**config.mk**
```make
export PLATFORM = sky130hd
export DESIGN_NAME = reg_imm_shifter
export DESIGN_NICKNAME = d
export VERILOG_FILES = /design/src/rtl/shf_pkg.sv /design/src/rtl/shf_amount_dec.sv /design/src/rtl/shf_datapath.sv /design/src/rtl/reg_imm_shifter.sv
export SDC_FILE = /design/constraint.sdc
export NUM_CORES = 1
export LEC_CHECK = 0
export ABC_AREA = 1
export CAP_MARGIN = 0
export CORE_ASPECT_RATIO = 0.6
export CORE_MARGIN = 1.5
export CORE_UTILIZATION = 40
export DETAILED_ROUTE_END_ITERATION = 10
export GPL_ROUTABILITY_DRIVEN = 0
export PLACE_DENSITY_LB_ADDON = 0.08
export SLEW_MARGIN = 20
export SYNTH_ARGS = -nofsm -noshare
export SYNTH_HDL_FRONTEND = slang
export SYNTH_HIERARCHICAL = 1
export SYNTH_SLANG_ARGS = --single-unit
```
**constraint.sdc**
```tcl
create_clock -name vclk -period 5.2
set_input_delay 1.04 -clock vclk [all_inputs]
set_output_delay 1.04 -clock vclk [all_outputs]
set_load 0.05 [all_outputs]
```
**src/rtl/shf_pkg.sv**
```systemverilog
package shf_pkg;

  // Operation codes seen at op_i
  typedef enum logic [2:0] {
    OP_LSL_REG = 3'd0,
    OP_LSR_REG = 3'd1,
    OP_ASR_REG = 3'd2,
    OP_LSL_IMM = 3'd3,
    OP_LSR_IMM = 3'd4,
    OP_ASR_IMM = 3'd5,
    OP_ROT_IMM = 3'd6,
    OP_PASS    = 3'd7
  } shf_op_e;

  // Datapath shape selected by the decoder
  typedef enum logic [1:0] {
    K_PASS  = 2'd0,
    K_LEFT  = 2'd1,
    K_RIGHT = 2'd2,
    K_ROTL  = 2'd3
  } shf_kind_e;

endpackage

```
**src/rtl/shf_amount_dec.sv**
```systemverilog
module shf_amount_dec
  import shf_pkg::*;
#(
  parameter int WIDTH   = 32,
  parameter int INSTR_W = 16,
  parameter int IMM_LSB = 4,
  localparam int AW     = $clog2(WIDTH)
) (
  input  logic [2:0]         op_i,
  input  logic [WIDTH-1:0]   reg_amount_i,
  input  logic [INSTR_W-1:0] instr_i,
  input  logic               sign_i,
  input  logic               carry_i,
  output shf_kind_e          kind_o,
  output logic               fill_o,
  output logic [AW:0]        amt_o,
  output logic               cwe_o,
  output logic               csel_msb_o
);

  logic [AW-1:0] imm;
  logic          imm_zero;
  logic          reg_over;
  logic [AW:0]   reg_amt_sat;
  logic [AW:0]   imm_amt;
  shf_op_e       op;

  assign op       = shf_op_e'(op_i);
  assign imm      = instr_i[IMM_LSB +: AW];
  assign imm_zero = (imm == '0);
  // counts that do not fit below WIDTH clamp to exactly WIDTH
  assign reg_over    = |reg_amount_i[WIDTH-1:AW];
  assign reg_amt_sat = reg_over ? (AW+1)'(WIDTH) : {1'b0, reg_amount_i[AW-1:0]};
  // zero immediate stands for a single-bit shift through carry
  assign imm_amt     = imm_zero ? (AW+1)'(1) : {1'b0, imm};

  always_comb begin
    kind_o     = K_PASS;
    fill_o     = 1'b0;
    amt_o      = '0;
    cwe_o      = 1'b0;
    csel_msb_o = 1'b0;
    unique case (op)
      OP_LSL_REG: begin kind_o = K_LEFT;  amt_o = reg_amt_sat; end
      OP_LSR_REG: begin kind_o = K_RIGHT; amt_o = reg_amt_sat; end
      OP_ASR_REG: begin kind_o = K_RIGHT; amt_o = reg_amt_sat; fill_o = sign_i; end
      OP_LSL_IMM: begin
        kind_o = K_LEFT;  amt_o = imm_amt; cwe_o = imm_zero; csel_msb_o = 1'b1;
      end
      OP_LSR_IMM: begin
        kind_o = K_RIGHT; amt_o = imm_amt; cwe_o = imm_zero;
      end
      OP_ASR_IMM: begin
        kind_o = K_RIGHT; amt_o = imm_amt; cwe_o = imm_zero; fill_o = sign_i;
      end
      OP_ROT_IMM: begin
        if (imm_zero) begin
          kind_o = K_RIGHT; amt_o = (AW+1)'(1); fill_o = carry_i; cwe_o = 1'b1;
        end else begin
          kind_o = K_ROTL;  amt_o = {1'b0, imm};
        end
      end
      default: kind_o = K_PASS;
    endcase
  end


  always_comb begin
    amt_range_chk: assert (amt_o <= (AW+1)'(WIDTH))
      else $error("shift count above word width");
  end

endmodule

```
**src/rtl/shf_datapath.sv**
```systemverilog
module shf_datapath
  import shf_pkg::*;
#(
  parameter int WIDTH = 32,
  localparam int AW   = $clog2(WIDTH)
) (
  input  logic [WIDTH-1:0] x_i,
  input  shf_kind_e        kind_i,
  input  logic             fill_i,
  input  logic [AW:0]      amt_i,
  output logic [WIDTH-1:0] y_o
);

  logic [2*WIDTH-1:0] right_src;
  logic [2*WIDTH-1:0] left_src;
  logic [2*WIDTH-1:0] rot_src;

  assign right_src = {{WIDTH{fill_i}}, x_i};
  assign left_src  = {{WIDTH{1'b0}}, x_i};
  assign rot_src   = {x_i, x_i};

  always_comb begin
    unique case (kind_i)
      K_LEFT:  y_o = WIDTH'(left_src << amt_i);
      K_RIGHT: y_o = WIDTH'(right_src >> amt_i);
      K_ROTL:  y_o = WIDTH'((rot_src << amt_i) >> WIDTH);
      default: y_o = x_i;
    endcase
  end


  always_comb begin
    lsl_sat_chk: assert (!(kind_i == K_LEFT && amt_i == (AW+1)'(WIDTH)) || y_o == '0)
      else $error("saturated left shift not zero");
  end


  always_comb begin
    asr_sat_chk: assert (!(kind_i == K_RIGHT && amt_i == (AW+1)'(WIDTH)) || y_o == {WIDTH{fill_i}})
      else $error("saturated right shift not fill");
  end

endmodule

```
**src/rtl/reg_imm_shifter.sv**
```systemverilog
module reg_imm_shifter
  import shf_pkg::*;
#(
  parameter int WIDTH   = 32,
  parameter int INSTR_W = 16,
  parameter int IMM_LSB = 4,
  localparam int AW     = $clog2(WIDTH)
) (
  input  logic [WIDTH-1:0]   operand_i,
  input  logic [WIDTH-1:0]   reg_amount_i,
  input  logic [INSTR_W-1:0] instr_i,
  input  logic [2:0]         op_i,
  input  logic               carry_i,
  output logic [WIDTH-1:0]   result_o,
  output logic               carry_o,
  output logic               carry_we_o
);

  shf_kind_e   kind;
  logic        fill;
  logic [AW:0] amt;
  logic        cwe;
  logic        csel_msb;

  shf_amount_dec #(
    .WIDTH(WIDTH), .INSTR_W(INSTR_W), .IMM_LSB(IMM_LSB)
  ) u_dec (
    .op_i        (op_i),
    .reg_amount_i(reg_amount_i),
    .instr_i     (instr_i),
    .sign_i      (operand_i[WIDTH-1]),
    .carry_i     (carry_i),
    .kind_o      (kind),
    .fill_o      (fill),
    .amt_o       (amt),
    .cwe_o       (cwe),
    .csel_msb_o  (csel_msb)
  );

  shf_datapath #(.WIDTH(WIDTH)) u_dp (
    .x_i   (operand_i),
    .kind_i(kind),
    .fill_i(fill),
    .amt_i (amt),
    .y_o   (result_o)
  );

  // bit that leaves the word on a single-bit shift
  assign carry_we_o = cwe;
  assign carry_o    = cwe ? (csel_msb ? operand_i[WIDTH-1] : operand_i[0]) : carry_i;


  always_comb begin
    reg_carry_hold_chk: assert (op_i > 3'd2 || (!carry_we_o && carry_o == carry_i))
      else $error("register shift touched carry");
  end


  always_comb begin
    xsr_top_bit_chk: assert (!(op_i == 3'd6 && instr_i[IMM_LSB +: AW] == '0)
                             || (result_o[WIDTH-1] == carry_i && carry_we_o))
      else $error("extended shift lost carry");
  end

endmodule

```
==> metrics.md <==
| Metric | Value |
|---|---|
| Result of the run | finished, final reports clean |
| Number of hold violations in the final report | 0 |
| Met1 demand-to-capacity share in global routing | 54.2% |
| Number of clock buffers in the layout | 0 |
| Leak Pwr | 3.76 nW |
| Total buffers and inverters traversed by the critical path | 7 |
| GRT Max-Usage Layer | met1 |
| Cell Area, Synth | 0.00596 mm^2 |
| Number of DRC violations after detailed routing | 0 |
| Number of placed instances with taps included | 1488 |
| Synthesis-to-finish area growth | 30.4% |
| Largest delay contributor family on the critical path | buffers and inverters |
| Setup Total Neg Slack | 0 ps |
| Number of flip-flops and latches | 0 |
| Total power divided by cell area | 185 mW/mm^2 |
| Via count of the first global-routing pass | 8081 |
| Synth top area cells | nand2_1 (28%), nand3_1 (27%), nand3_2 (4.9%) |
| Endpoint arrival time on the critical path | 3960 ps |
| Slew at the pin closest to its max-slew limit | 620 ps |
| DR WL/cell | 20.0 um |
| Floorplan core area | 0.0145 mm^2 |
| Total stage count of the critical path | 23 |
| Cell with the most instances on the worst path | nand2_1 |
| Non-filler instance count after layout | 1492 |
| Number of warning messages in the yosys log | 6 |
| Met3 track demand over resource | 11.4% |
| Share of cells above drive strength 1 | 17.3% |
| Sequential area share after synthesis | 0% |
| Average via count per standard cell | 6.16 |
| CP peak stage delay | 540 ps |
| Total of buffers placed on input and output ports | 107 |
| Initial core utilization | 41.1% |
| Post-Synthesis Cells | 1214 |
| Met2 layer usage reported by global route | 49.2% |
| Average instance area after synthesis | 4.91 um^2 |
| Iteration-0 DRC count of the detailed router | 1501 |
| GRT Util Overall | 36.8% |
| Required time of the critical path | 4160 ps |
| Vias after detailed routing | 9198 |
| Number of nets in the layout | 1380 |
| Post-DRT Antenna Nets | 0 |
| HPWL reported at the end of detailed placement | 23500 um |
| Type of the tightest min-delay check | input pin to primary output |
| Maximum fanout along the worst path | 16 |
| Total die area | 0.0157 mm^2 |
| Net count after synthesis | 1298 |
| Max-slew violation count | 0 |
| Final count of negative-setup-slack endpoints | 0 |
| Std-Cell Rows | 34 |
| Grt total ovfl | 0 |
| Cell with the biggest individual delay on the critical path | clkdlybuf4s50_1 |
| Ordered cell list for the critical path | clkdlybuf4s50_1, nand2_2, nand2_4, nand2_4, nor2_4, a21oi_2, nand2_2, buf_12, clkinv_16, buf_4, nand2_4, nand3_2, nand2_1, inv_2, nand2_1, nand2_1, nand2_2, inv_1, nand2_1, nand2_1, o21ai_1, nand4_1, buf_12 |
| Number of top-level pins | 118 |
| Classification of the worst setup path | input pin to primary output |
| Max-capacitance violation count | 0 |
| Tmin final | 5000 ps |
| Highest attainable clock frequency | 200 MHz |
| Router iterations before antenna repair | 10 |
| Startpoint types | input pin |
| Multi-input logic area | 0.00532 mm^2 |
| Count of antenna diodes in the layout | 0 |
| Final critical-path share of the clock period | 96.1% |
| Post-synth top area cell | nand2_1 |
| First-pass GRT wire length | 45300 um |
| Sequential cell area in the final layout | 0 um^2 |
| Width of the chip | 161 um |
| Wire length after detailed routing | 29900 um |
| Maximum number of pins on one net before global-route repair | 55 |
| Layout fillers | 1543 |
| Setup crit end kind | primary output |
| Hold Path Stages | 4 |
| Die height | 97.6 um |
| Worst IR Drop VDD | 91.0 uV |
| Post-synth cell types | 41 |
| Antenna violations before repair | 0 |
| Worst max-slew margin expressed relative to the limit | 58.5% |
| Proportion of netlist area held by the largest area contributor | 28.2% |
## metal layers
layer	vias up	wire, um
met5	-	0
met4	0	1290
met3	117	5130
met2	803	11100
met1	4033	12300
li1	4245	-
## path summary, 6_finish.rpt
path                 startpoint      endpoint  slack, ps
setup / recovery        op_i[0]   result_o[7]        200
hold / removal    operand_i[18]  result_o[18]       2900
## where the power goes
group          switching [mW]  total, mW  internal (mW)  leakage (nW)
combinational           0.912       1.44          0.524          3.76
sequential                  0          0              0             0
clock                       0          0              0             0
total                   0.912       1.44          0.524          3.76
## cells in the mapped netlist, types with 9 or more instances
master / count
buf_4: 10
clkbuf_1: 11
nand3_1: 322
nand2_2: 31
nor2_2: 9
o211ai_1: 11
a21oi_1: 33
inv_1: 48
o21ai_0: 17
nand2_4: 17
nand4_1: 34
o21ai_1: 13
nor2_1: 71
nand3_2: 29
buf_2: 49
nand2_1: 448
## layout by cell type (no fill, tap or decap), types with 2 or more instances in the layout
| cell | netlist | layout |
|---|---|---|
| dlymetal6s2s_1 | 0 | 2 |
| nand2_2 | 31 | 44 |
| nand3_1 | 322 | 321 |
| o21ai_2 | 3 | 4 |
| nor2_1 | 71 | 68 |
| inv_2 | 8 | 8 |
| nand4_1 | 34 | 34 |
| o21ai_1 | 13 | 12 |
| nor3_1 | 3 | 3 |
| nand3_2 | 29 | 30 |
| a21oi_2 | 7 | 11 |
| nor2_4 | 1 | 3 |
| o211ai_1 | 11 | 11 |
| buf_12 | 2 | 41 |
| clkdlybuf4s50_1 | 0 | 73 |
| and2_1 | 3 | 3 |
| a21oi_1 | 33 | 29 |
| nand3_4 | 2 | 2 |
| inv_4 | 2 | 2 |
| inv_1 | 48 | 48 |
| o21ai_0 | 17 | 17 |
| nand2_4 | 17 | 17 |
| nand2_1 | 448 | 435 |
| nor2_2 | 9 | 10 |
| a31oi_1 | 8 | 6 |
| buf_4 | 10 | 43 |
## kinds of logic after synthesis
group | synth area share [%]
buf+inv | 12.3
simple gates | 77.6
compound gates | 10.0
## cell type report
| class | instances | area share [%] |
|---|---|---|
| repair inverters | 1 | 0.145 |
| well taps | 198 | 3.19 |
| multi-input cells | 1073 | 68.5 |
| repair buffers | 161 | 25.0 |
| inverters | 59 | 3.25 |
## timing repair
| action | CTS | global route |
|---|---|---|
| setup endpoints to repair | 0 | 30 |
| resized for setup | 0 | 28 |
| buffers inserted | 0 | 2 |
| hold buffers | 0 | 0 |
## per-stage QoR
| step | hold slack, ps | worst slack, ps | util [%] | cell area [um^2] | total power, mW |
|---|---|---|---|---|---|
| floorplan | 2310 | 657 | - | 5960 | 0.835 |
| global placement | 2880 | 92.0 | 52.5 | 7610 | 1.37 |
| detailed placement | 2890 | 41.0 | 52.5 | 7610 | 1.37 |
| CTS | 2890 | 39.4 | 52.5 | 7610 | 1.38 |
| global route | 2920 | -8.23 | 53.6 | 7770 | 1.52 |
| finish | 2900 | 204 | 53.6 | 7770 | 1.44 |
(Power assumes the default switching activity.)
